<file path="src/rtl/lcdl_pkg.sv">
package lcdl_pkg;
  localparam int CTRL_LSB  = 36;
  localparam int CTRL_BITS = 7;

  typedef struct packed {
    logic       low_power;
    logic       seg_blank;
    logic       bias_half;
    logic [3:0] port_mode;
  } lcdl_ctrl_t;
endpackage

</file>
<file path="src/rtl/lcdl_sync.sv">
module lcdl_sync #(
  parameter int LANES  = 3,
  parameter int STAGES = 2
) (
  input  logic             clk,
  input  logic             rst,
  input  logic [LANES-1:0] din,
  output logic [LANES-1:0] dout
);
  for (genvar l = 0; l < LANES; l++) begin : g_lane
    logic [STAGES-1:0] pipe;
    always_ff @(posedge clk) begin
      if (rst) pipe <= '0;
      else     pipe <= {pipe[STAGES-2:0], din[l]};
    end
    assign dout[l] = pipe[STAGES-1];
  end
endmodule

</file>
<file path="src/rtl/lcdl_rx.sv">
module lcdl_rx #(
  parameter int          ADDR_BITS  = 8,
  parameter logic [7:0]  DEV_ADDR   = 8'h46,
  parameter int          GROUP_BITS = 48,
  localparam int         CNT_W      = $clog2(GROUP_BITS + 2),
  localparam int         IDX_W      = $clog2(GROUP_BITS)
) (
  input  logic                  clk,
  input  logic                  rst,
  input  logic                  en_s,
  input  logic                  clk_s,
  input  logic                  dat_s,
  output logic                  commit_q,
  output logic [GROUP_BITS-1:0] frame_q,
  output logic [CNT_W-1:0]      bit_cnt,
  output logic                  addr_hit
);
  localparam logic [CNT_W-1:0] FULL_CNT = CNT_W'(GROUP_BITS);

  logic                 en_q, ck_q;
  logic [ADDR_BITS-1:0] addr_sr;
  logic                 en_rise, en_fall, ck_rise;

  assign en_rise = en_s & ~en_q;
  assign en_fall = ~en_s & en_q;
  assign ck_rise = clk_s & ~ck_q;

  always_ff @(posedge clk) begin
    if (rst) begin
      en_q     <= 1'b0;
      ck_q     <= 1'b0;
      addr_sr  <= '0;
      addr_hit <= 1'b0;
      bit_cnt  <= '0;
      frame_q  <= '0;
      commit_q <= 1'b0;
    end else begin
      en_q     <= en_s;
      ck_q     <= clk_s;
      commit_q <= 1'b0;
      if (en_rise) begin
        addr_hit <= (addr_sr == DEV_ADDR[ADDR_BITS-1:0]);
        bit_cnt  <= '0;
      end else if (ck_rise) begin
        if (!en_s) begin
          addr_sr <= {dat_s, addr_sr[ADDR_BITS-1:1]};
        end else if (addr_hit && bit_cnt <= FULL_CNT) begin
          if (bit_cnt < FULL_CNT) frame_q[bit_cnt[IDX_W-1:0]] <= dat_s;
          bit_cnt <= bit_cnt + 1'b1;
        end
      end
      if (en_fall) begin
        commit_q <= addr_hit && (bit_cnt == FULL_CNT);
        addr_hit <= 1'b0;
      end
    end
  end
endmodule

</file>
<file path="src/rtl/lcdl_store.sv">
module lcdl_store
  import lcdl_pkg::*;
#(
  parameter int  GROUP_BITS = 48,
  parameter int  SLICE_BITS = 36,
  parameter int  DISP_BITS  = 136,
  parameter int  NUM_SLICES = 4,
  localparam int DIR_W      = $clog2(NUM_SLICES)
) (
  input  logic                  clk,
  input  logic                  rst,
  input  logic                  commit,
  input  logic [GROUP_BITS-1:0] frame,
  output logic [DISP_BITS-1:0]  disp_map,
  output lcdl_ctrl_t            ctrl_q
);
  logic [DIR_W-1:0] dir;
  logic             pad_unused;

  assign dir        = frame[GROUP_BITS-1 -: DIR_W];
  assign pad_unused = ^frame[GROUP_BITS-DIR_W-1 : CTRL_LSB+CTRL_BITS];

  for (genvar k = 0; k < NUM_SLICES; k++) begin : g_slice
    localparam int REM = DISP_BITS - k * SLICE_BITS;
    localparam int W   = (REM < SLICE_BITS) ? REM : SLICE_BITS;
    logic [W-1:0] slice_q;
    always_ff @(posedge clk) begin
      if (rst)                               slice_q <= '0;
      else if (commit && dir == DIR_W'(k))   slice_q <= frame[W-1:0];
    end
    assign disp_map[k*SLICE_BITS +: W] = slice_q;
  end

  always_ff @(posedge clk) begin
    if (rst)                         ctrl_q <= '0;
    else if (commit && dir == '0)    ctrl_q <= lcdl_ctrl_t'(frame[CTRL_LSB +: CTRL_BITS]);
  end
endmodule

</file>
<file path="src/rtl/lcdl_loader.sv">
module lcdl_loader
  import lcdl_pkg::*;
#(
  parameter int         ADDR_BITS   = 8,
  parameter logic [7:0] DEV_ADDR    = 8'h46,
  parameter int         GROUP_BITS  = 48,
  parameter int         SLICE_BITS  = 36,
  parameter int         DISP_BITS   = 136,
  parameter int         SYNC_STAGES = 2,
  localparam int        NUM_SLICES  = (DISP_BITS + SLICE_BITS - 1) / SLICE_BITS,
  localparam int        DIR_W       = $clog2(NUM_SLICES),
  localparam int        CNT_W       = $clog2(GROUP_BITS + 2)
) (
  input  logic                 clk,
  input  logic                 rst,
  input  logic                 ld_en,
  input  logic                 ld_clk,
  input  logic                 ld_dat,
  output logic [DISP_BITS-1:0] disp_map,
  output logic [3:0]           port_mode,
  output logic                 bias_half,
  output logic                 seg_blank,
  output logic                 low_power
);
  logic [2:0]            pins_s;
  logic                  rx_commit, rx_hit;
  logic [GROUP_BITS-1:0] rx_frame;
  logic [CNT_W-1:0]      rx_cnt;
  logic [DIR_W-1:0]      grp_dir;
  lcdl_ctrl_t            ctrl;

  lcdl_sync #(.LANES(3), .STAGES(SYNC_STAGES)) u_sync (
    .clk (clk),
    .rst (rst),
    .din ({ld_dat, ld_clk, ld_en}),
    .dout(pins_s)
  );

  lcdl_rx #(.ADDR_BITS(ADDR_BITS), .DEV_ADDR(DEV_ADDR), .GROUP_BITS(GROUP_BITS)) u_rx (
    .clk     (clk),
    .rst     (rst),
    .en_s    (pins_s[0]),
    .clk_s   (pins_s[1]),
    .dat_s   (pins_s[2]),
    .commit_q(rx_commit),
    .frame_q (rx_frame),
    .bit_cnt (rx_cnt),
    .addr_hit(rx_hit)
  );

  lcdl_store #(.GROUP_BITS(GROUP_BITS), .SLICE_BITS(SLICE_BITS), .DISP_BITS(DISP_BITS),
               .NUM_SLICES(NUM_SLICES)) u_store (
    .clk     (clk),
    .rst     (rst),
    .commit  (rx_commit),
    .frame   (rx_frame),
    .disp_map(disp_map),
    .ctrl_q  (ctrl)
  );

  assign grp_dir   = rx_frame[GROUP_BITS-1 -: DIR_W];
  assign port_mode = ctrl.port_mode;
  assign bias_half = ctrl.bias_half;
  assign seg_blank = ctrl.seg_blank;
  assign low_power = ctrl.low_power;
endmodule

</file>
<file path="config.mk">
export PLATFORM = sky130hd
export DESIGN_NAME = lcdl_loader
export DESIGN_NICKNAME = d
export VERILOG_FILES = /design/src/rtl/lcdl_pkg.sv /design/src/rtl/lcdl_sync.sv /design/src/rtl/lcdl_rx.sv /design/src/rtl/lcdl_store.sv /design/src/rtl/lcdl_loader.sv
export SDC_FILE = /design/constraint.sdc
export NUM_CORES = 1
export LEC_CHECK = 0
export BUFFER_PORTS_ARGS = -buffer_cell sky130_fd_sc_hd__buf_2
export CORE_UTILIZATION = 56
export CTS_CLUSTER_DIAMETER = 30
export DETAILED_ROUTE_END_ITERATION = 10
export PLACE_DENSITY = 0.79
export SKIP_CTS_REPAIR_TIMING = 1
export SYNTH_ARGS = -nofsm -noshare
export SYNTH_HDL_FRONTEND = slang
export SYNTH_HIERARCHICAL = 1
export SYNTH_SLANG_ARGS = --single-unit
</file>
<file path="constraint.sdc">
create_clock -name clk -period 2.2 [get_ports clk]
set_clock_uncertainty 0.05 [all_clocks]
set_input_delay 0.11 -clock clk [delete_from_list [all_inputs] [get_ports clk]]
set_output_delay 0.11 -clock clk [all_outputs]
set_load 0.1 [all_outputs]
</file>
==> results of run 1 <==
flip-flops by register name, indices dropped and copies added, names as in the netlist:
name and count:
u_store/g_slice.slice_q 136, u_rx/frame_q 45, u_rx/addr_sr 8, u_store/ctrl_q 7, u_rx/bit_cnt 6, u_sync/g_lane.pipe 6, u_rx/addr_hit 1, u_rx/ck_q 1
u_rx/commit_q 1, u_rx/en_q 1
placed cells by master, fill, tap and decap left out, drive strengths merged, types with 2 or more instances in the layout:
| master | count |
|---|---|
| and3b | 4 |
| and4b | 4 |
| buf | 163 |
| bufinv | 5 |
| clkbuf | 45 |
| clkinv | 11 |
| clkinvlp | 7 |
| dfxtp | 212 |
| dlygate4sd3 | 3 |
| ha | 2 |
| inv | 9 |
| mux2i | 198 |
| nand2 | 47 |
| nand2b | 188 |
| nand3 | 53 |
| nand3b | 2 |
| nand4 | 2 |
| nor2 | 10 |
| nor2b | 9 |
| nor3 | 4 |
| nor3b | 5 |
| nor4b | 3 |
| nor4bb | 3 |
| o211a | 2 |
| or3b | 2 |
final cells by class:
cell class                 count  area share, %
clock buffer                  45          9.795
sequential                   212          38.77
timing repair buffer         166          8.230
tap                          211          2.412
inverter                       4         0.1372
clock inverter                28          3.086
multi-input combinational    548          37.57
stage by stage:
step           cells  setup slack, ns  total power (uW)  util, %
5_1_grt         1214           0.2759             10510    71.74
4_1_cts         1211           0.4046             10280    71.55
3_5_place_dp    1138           0.4302              4075    62.30
6_report        1214           0.4030             10200    71.74
3_3_place_gp    1138           0.4497              4076    62.30
2_1_floorplan    836           0.4581              4050        -
worst paths after layout:
path         cells after the start                        to
min                              3  u_sync/g_lane[0].pipe[1]
min reg2reg                      1  u_sync/g_lane[0].pipe[1]
max                              5           u_rx/bit_cnt[0]
max reg2reg                      5           u_rx/bit_cnt[0]
metal layers:
metal / GRT usage, % / wire, um / part of all wire [%]
met1: 30.05 / 8697 / 46
met2: 39.41 / 9063 / 48
met3: 3.811 / 713 / 3.8
met4: 9.104 / 288 / 1.5
met5: 0 / 0 / 0
power by group through the flow:
stage | Sequential, uW | Combinational [uW] | Clock (uW)
CTS | 3860 | 140 | 6280
floorplan | 3930 | 118 | 0
global route | 3850 | 156 | 6500
global placement | 3930 | 143 | 0
finish | 3860 | 145 | 6190
detailed placement | 3930 | 141 | 0
critical path, stage by stage, from the launching register on:
cell and delay [ns]:
sky130_fd_sc_hd__dfxtp_1 0.40, sky130_fd_sc_hd__inv_1 0.11, sky130_fd_sc_hd__ha_1 0.13, sky130_fd_sc_hd__or3b_4 0.39, sky130_fd_sc_hd__a31oi_2 0.25, sky130_fd_sc_hd__mux2_1 0.35
==> metrics.txt, run 1 <==
largest voltage drop on the vdd net=approximately 0.57 mV; final-report setup violation count=0; die width=127.3 um; area used by multi-input combinational logic=just over 4000 um^2; global-route wire length before repair=30450 um; Max Root-Sink Buffers=3; MaxCap Viol Count=0; number of global-route vias before repair=approximately 6000; Int Pwr=roughly 8100 uW; fraction of final layout cells sized beyond drive strength 1=24.43%; worst setup path category=register to register; maximum number of pins on one net before global-route repair=approximately 120; outcome=complete, no violations; number of standard-cell rows in the floorplan=45; Die H=127.3 um; share of power burned in registers=a little under two fifths; Net count, final=slightly below 1000; buffer type at the clock tree root=sky130_fd_sc_hd__clkbuf_16; DRC viols=0; leakage dissipation=between 0.005 and 0.006 uW; worst path required time=between 2 and 3 ns; relative max-transition margin=between 50% and 60%; Critical Path AT=2.13 ns; reported net switching power=between 2000 and 2500 uW; worst min path class=input port to register; logic gate share of total power=between 1 and 1.5%; HPWL after detailed placement=approximately 11000 um; global-route usage over all layers=between 20% and 30%; via count=6165; layout overhead on the synthesized area=24.52%; worst-case hold slack=~0.066 ns; number of diodes=0; remaining global-route overflow=0; startpoint of the worst-slack reg-to-reg timing path=u_rx/bit_cnt[0]; final-layout fill cell count=~1100; worst setup slack for register-to-register paths=just over 0.4 ns; share of total power in the clock network=roughly three fifths; remaining antenna violation count=0; Tightest Pin Transition=around 0.66 ns; routed length per placed instance=15.45 um; number of I/O pins=around 150; Vias/cell=5.078; Post-Syn Instances=836; launching element type of the critical path=register; area used by sequential logic in the layout=about 4200 um^2; CTS tree=done; sinks on the clock net=212; clock buffers created by TritonCTS=40; post-route standard cell area excluding fillers=roughly 11000 um^2; Final Wtd Congestion=about 0.85; final critical-path required period=1.797 ns; total of buffers placed on input and output ports=around 150; clock network latency to the later pin of the worst-skew pair=0.50 ns; initial antenna violation count=0; Synth warnings=6; average cell area after synthesis=~11 um^2; launching instance or port of the critical path=u_rx/bit_cnt[0]; Max Fclk=556.5 MHz; instance area after placement=around 9500 um^2; net switching share of the total power=20.82%; placeable core region=around 15000 um^2; largest fanout on the critical path=11; Sum Neg Setup Slack=0 ns; H-tree depth=2; synthesized area=roughly 8800 um^2; min-delay src=rst; setup repair after global routing missed its margin=no; Iteration-0 DRC Markers=about 430; Clock transition at path regs=0.05 ns; type of destination of the critical path=register; number of failing hold endpoints at the final stage=0; area enclosed by the die boundary=16200 um^2; Routed Wire Length=roughly 19000 um; final count of pins violating max slew=0; starting density of the core=57.61%; final worst-path cycle share=approximately 82%; first drt pass iteration count=4; Power Dens Cells=931.5 nW/um^2; Mapped Nets=around 840
(Power assumes the default switching activity.)
==> run 2: changes to the inputs <==
--- a/config.mk
+++ b/config.mk
@@ -6,10 +6,10 @@
 export NUM_CORES = 1
 export LEC_CHECK = 0
 export BUFFER_PORTS_ARGS = -buffer_cell sky130_fd_sc_hd__buf_2
-export CORE_UTILIZATION = 56
+export CORE_UTILIZATION = 51
 export CTS_CLUSTER_DIAMETER = 30
 export DETAILED_ROUTE_END_ITERATION = 10
-export PLACE_DENSITY = 0.79
+export PLACE_DENSITY = 0.76
 export SKIP_CTS_REPAIR_TIMING = 1
 export SYNTH_ARGS = -nofsm -noshare
 export SYNTH_HDL_FRONTEND = slang
==> constraint.sdc (replaced) <==
create_clock -name clk -period 1.5 [get_ports clk]
set_clock_uncertainty 0.05 [all_clocks]
set_input_delay 0.075 -clock clk [delete_from_list [all_inputs] [get_ports clk]]
set_output_delay 0.075 -clock clk [all_outputs]
set_load 0.1 [all_outputs]
==> metrics.txt, run 2 (synthesis gave the netlist of run 1 again) <==
largest registers ranked by flip-flop count=u_store/g_slice.slice_q (136), u_rx/frame_q (45), u_rx/addr_sr (8); kind of cell with the highest combined delay on the critical path=simple AND/OR/NAND/NOR gates; Critical Path AT=approximately 1.9 ns; sinks on the clock net=212; final critical-path required period=about 1.6 ns; Final Wtd Congestion=about 0.9; cell count of the worst reg-to-reg path=5; worst path required time=between 1.5 and 2 ns; startpoint of the worst-slack reg-to-reg timing path=u_rx/bit_cnt[0]; total of buffers placed on input and output ports=around 150; final count of pins violating max slew=0; buffer type at the clock tree root=sky130_fd_sc_hd__clkbuf_16; routed length per placed instance=15.37 um; first drt pass iteration count=4; final core area utilization=around 68%; Power Dens Cells=roughly 1300 nW/um^2; last element of the critical path=u_rx/bit_cnt[0]; final worst-path cycle share=105.4%; type of destination of the critical path=register; worst setup path category=register to register; ordered cell list for the critical path=inv_2 > ha_4 > or3b_4 > a31oi_4 > mux2_4; remaining antenna violation count=0; MaxCap Viol Count=0; relative max-transition margin=66.02%; clock buffers created by TritonCTS=40; outcome=complete, but fails checks; DRC viols=0; number of flip-flops in the largest register=136; CTS tree=done; number of global-route vias before repair=between 6000 and 7000; setup repair after global routing missed its margin=yes; leading cell types in the layout, fill and taps excluded=sky130_fd_sc_hd__dfxtp_1, sky130_fd_sc_hd__mux2i_1, sky130_fd_sc_hd__nand2b_1, sky130_fd_sc_hd__buf_2, sky130_fd_sc_hd__nand3_1; Iteration-0 DRC Markers=~310; worst min path class=input port to register; die width=between 100 and 150 um; capture point of the worst reg-to-reg path=u_rx/bit_cnt[0]; cell type of the slowest stage on the worst timing path=sky130_fd_sc_hd__or3b_4; global-route usage over all layers=approximately 22%; launching instance or port of the critical path=u_rx/bit_cnt[0]; starting density of the core=a little over half; H-tree depth=2; number of non-filler instances in the completed layout=about 1200; Die H=133.3 um; Max Fclk=about 630 MHz; Clock transition at path regs=about 0.050 ns; Max Root-Sink Buffers=3; via count=between 6000 and 7000; remaining global-route overflow=0; placeable core region=between 15000 and 20000 um^2; number of I/O pins=around 150; launching element type of the critical path=register; logic depth of the worst path, buffers included=5; fraction of final layout cells sized beyond drive strength 1=27.17%; largest voltage drop on the vdd net=about 0.8 mV; area enclosed by the die boundary=between 15000 and 20000 um^2; leakage dissipation=about 0.0054 uW; layout overhead on the synthesized area=28.27%; number of failing hold endpoints at the final stage=0; most frequent standard cell in the layout excluding fill and tap cells=sky130_fd_sc_hd__dfxtp_1; Vias/cell=about 5.0; Net count, final=around 1000; final-layout fill cell count=1309; worst setup margin=-0.08041 ns; largest fanout on the critical path=4; number of diodes=0; violations in the final reports=setup timing; clock network latency to the later pin of the worst-skew pair=0.50 ns; buffers plus inverters on the worst setup path=1; worst setup slack for register-to-register paths=-0.08 ns; final-report setup violation count=3; maximum number of pins on one net before global-route repair=65; Routed Wire Length=19160 um; slowest cell delay on critical path=0.40 ns; initial antenna violation count=0; HPWL after detailed placement=approximately 12000 um; Tightest Pin Transition=0.5097 ns; global-route wire length before repair=roughly 31000 um; placed instance count=roughly 1200; number of standard-cell rows in the floorplan=47; largest register by flop count=u_store/g_slice.slice_q
run 2: how the worst min path moves through the flow:
stage	start	to	slack, ns	depth (start not counted)
floorplan	rst	u_sync/g_lane[0].pipe[0]	0.1	1
global placement	ld_clk	u_sync/g_lane[1].pipe[0]	0.24	2
detailed placement	ld_en	u_sync/g_lane[0].pipe[0]	0.24	2
CTS	ld_en	u_sync/g_lane[0].pipe[0]	-0.28	2
global route	ld_en	u_sync/g_lane[0].pipe[0]	0.28	3
finish	ld_en	u_sync/g_lane[0].pipe[0]	0.27	3
run 2: final cells by class:
cell class / instances / area, um^2 / share of cell area [%]
Timing Repair Buffer: 191 / 1229 / 10.90
Inverter: 4 / 15.01 / 0.1332
Clock inverter: 22 / 264.0 / 2.341
Multi-Input combinational cell: 548 / 4153 / 36.83
Tap cell: 220 / 275.3 / 2.441
Sequential cell: 212 / 4250 / 37.69
Clock buffer: 50 / 1090 / 9.665
run 2: where the power goes:
| part | internal [uW] | switching (uW) | total (uW) |
|---|---|---|---|
| clock | 6000 | 2820 | 8820 |
| sequential | 5660 | 6.26 | 5660 |
| combinational | 122 | 113 | 235 |
run 2: through the flow:
step | setup WS, ns | setup TNS [ns] | power (uW) | hold slack [ns] | cell area (um^2)
floorplan | -0.1227 | -0.1236 | 5940 | 0.09661 | 8816
global placement | -0.04580 | -0.04580 | 5998 | 0.2358 | 9841
detailed placement | -0.06394 | -0.06400 | 5997 | 0.2366 | 9841
CTS | -0.07269 | -0.07444 | 14860 | -0.2836 | 11190
global route | -0.1050 | -0.4188 | 15170 | 0.2842 | 11280
finish | -0.08041 | -0.1454 | 14720 | 0.2720 | 11280
run 2: worst reg2reg max path: stages, from the launching register on:
cell                      delay (ns)
sky130_fd_sc_hd__dfxtp_2        0.33
sky130_fd_sc_hd__inv_2          0.07
sky130_fd_sc_hd__ha_4           0.11
sky130_fd_sc_hd__or3b_4         0.40
sky130_fd_sc_hd__a31oi_4        0.19
sky130_fd_sc_hd__mux2_4         0.31
run 2: per-layer routing:
metal / vias to the layer above / share of wire (%) / global-route usage (%)
met5: - / 0 / 0
met4: 0 / 1.4 / 5.997
met3: 27 / 3.9 / 4.033
met2: 135 / 49 / 36.57
met1: 2951 / 45 / 27.89
li1: 3148 / - / -
==> run 3: changes to the inputs <==
--- a/config.mk
+++ b/config.mk
@@ -6,10 +6,12 @@
 export NUM_CORES = 1
 export LEC_CHECK = 0
 export BUFFER_PORTS_ARGS = -buffer_cell sky130_fd_sc_hd__buf_2
-export CORE_UTILIZATION = 51
+export CELL_PAD_IN_SITES_DETAIL_PLACEMENT = 0
+export CELL_PAD_IN_SITES_GLOBAL_PLACEMENT = 1
+export CORE_UTILIZATION = 40
 export CTS_CLUSTER_DIAMETER = 30
 export DETAILED_ROUTE_END_ITERATION = 10
-export PLACE_DENSITY = 0.76
+export PLACE_DENSITY_LB_ADDON = 0.1
 export SKIP_CTS_REPAIR_TIMING = 1
 export SYNTH_ARGS = -nofsm -noshare
 export SYNTH_HDL_FRONTEND = slang
==> metrics.txt, run 3 (synthesis gave the netlist of run 1 again) <==
setup repair after global routing missed its margin=yes; CTS tree=done; buffer type at the clock tree root=sky130_fd_sc_hd__clkbuf_16; worst setup slack before clock tree synthesis=-0.09775 ns; most frequent standard cell in the layout excluding fill and tap cells=sky130_fd_sc_hd__dfxtp_1; number of flip-flops in the largest register=between 100 and 150; launching element type of the critical path=register; Vias/cell=just under 5; ordered cell list for the critical path=inv_4 > ha_4 > or3b_4 > a31oi_4 > mux2_4; area enclosed by the die boundary=approximately 23000 um^2; Max Root-Sink Buffers=3; final-report setup violation count=2; Design Power=17270 uW; Power Dens Cells=around 1500 nW/um^2; via count=6413; slowest cell delay on critical path=0.40 ns; worst setup margin=-0.1071 ns; MaxCap Viol Count=0; global-route wire length before repair=33610 um; worst min path class=input port to register; relative max-transition margin=between 60% and 70%; HPWL after detailed placement=~14000 um; number of standard-cell rows in the floorplan=53; final critical-path required period=1.607 ns; largest register by flop count=u_store/g_slice.slice_q; number of failing hold endpoints at the final stage=0; Routed Wire Length=around 21000 um; starting density of the core=between 40% and 50%; Critical Path AT=around 2.0 ns; placeable core region=between 20000 and 25000 um^2; clock buffers created by TritonCTS=52; number of I/O pins=around 150; remaining global-route overflow=0; instance area after placement=about 9900 um^2; Tightest Pin Transition=between 0.5 and 0.6 ns; leading cell types in the layout, fill and taps excluded=sky130_fd_sc_hd__dfxtp_1, sky130_fd_sc_hd__mux2i_1, sky130_fd_sc_hd__nand2b_1, sky130_fd_sc_hd__buf_2; largest voltage drop on the vdd net=1.138 mV; Iteration-0 DRC Markers=about 230; global-route usage over all layers=about a fifth; fraction of final layout cells sized beyond drive strength 1=29.03%; initial antenna violation count=0; number of global-route vias before repair=about 6400; cell type of the slowest stage on the worst timing path=sky130_fd_sc_hd__or3b_4; Final Wtd Congestion=0.8291; routed length per placed instance=approximately 16 um; largest registers ranked by flip-flop count=u_store/g_slice.slice_q (136), u_rx/frame_q (45), u_rx/addr_sr (8); DRC viols=0; worst path required time=1.86 ns; total of buffers placed on input and output ports=about 150; largest fanout on the critical path=4; outcome=complete, but fails checks; clock network latency to the later pin of the worst-skew pair=between 0.5 and 0.6 ns; Net count, final=between 1000 and 1500; maximum number of pins on one net before global-route repair=between 70 and 80; first drt pass iteration count=7; final worst-path cycle share=107.1%; die width=150.2 um; final core area utilization=between 50% and 60%; Die H=~150 um; Max Fclk=622.2 MHz; violations in the final reports=setup timing; type of destination of the critical path=register; worst setup path category=register to register; remaining antenna violation count=0; worst-case hold slack=about 0.25 ns; H-tree depth=2; leakage dissipation=between 0.005 and 0.006 uW; final count of pins violating max slew=0; number of diodes=0; layout overhead on the synthesized area=33.92%; post-route standard cell area excluding fillers=roughly 12000 um^2; Clock transition at path regs=around 0.040 ns; sinks on the clock net=between 200 and 250
-- run 3: changes by cell type in the layout (fill, tap and decap cells not counted), sizes merged --
cell,before,now
clkbuf,50,58
bufinv,5,8
inv,6,14
buf,187,189
clkinv,8,14
-- run 3: path summary, 6_finish.rpt --
| kind | start | endpoint | slack, ns | cells past startpoint |
|---|---|---|---|---|
| worst max register to register | u_rx/bit_cnt[1] | u_rx/bit_cnt[0] | -0.11 | 5 |
| worst max-delay path | u_rx/bit_cnt[1] | u_rx/bit_cnt[0] | -0.11 | 5 |
| worst min register to register | u_sync/g_lane[0].pipe[0] | u_sync/g_lane[0].pipe[1] | 0.38 | 1 |
| worst min-delay path | ld_en | u_sync/g_lane[0].pipe[0] | 0.25 | 3 |
-- run 3: per-stage QoR --
step	setup TNS (ns)	instances
6_report	-0.1658	1329
5_1_grt	-0.3114	1329
4_1_cts	-0.1888	1324
3_5_place_dp	-0.1443	1229
3_3_place_gp	-0.03898	1229
2_1_floorplan	-0.1236	836
-- run 3: metal layers --
metal  routed length, um  GRT usage [%]  vias up
li1                    -              -     3181
met2                9759          30.02      159
met1                9968          25.06     3033
met3                1048          4.242       40
met4                 498          7.576        0
met5                   0              0        -
-- run 3: area by class of cell --
cell class              instances  area [um^2]
clock buffers                  56         1336
fillers                      1867         9514
clock inverters                39        476.7
well taps                     275        344.1
flip-flops and latches        212         4252
inverters                       4        17.52
repair buffers                195         1201
multi-input cells             548         4145
-- run 3: power by group --
group	total, uW	switching [uW]	internal [uW]
combinational	234	114	120
clock	11400	3510	7860
sequential	5660	5.75	5660
-- run 3: worst max-delay path, delay by kind of cell (launching register included) --
family,cells,cell delay [ns]
buffers and inverters,1,0.06
muxes,1,0.31
DFF,1,0.36
adders and majority gates,1,0.12
and+or+nand+nor,1,0.40
AOI/OAI and AO/OA,1,0.20
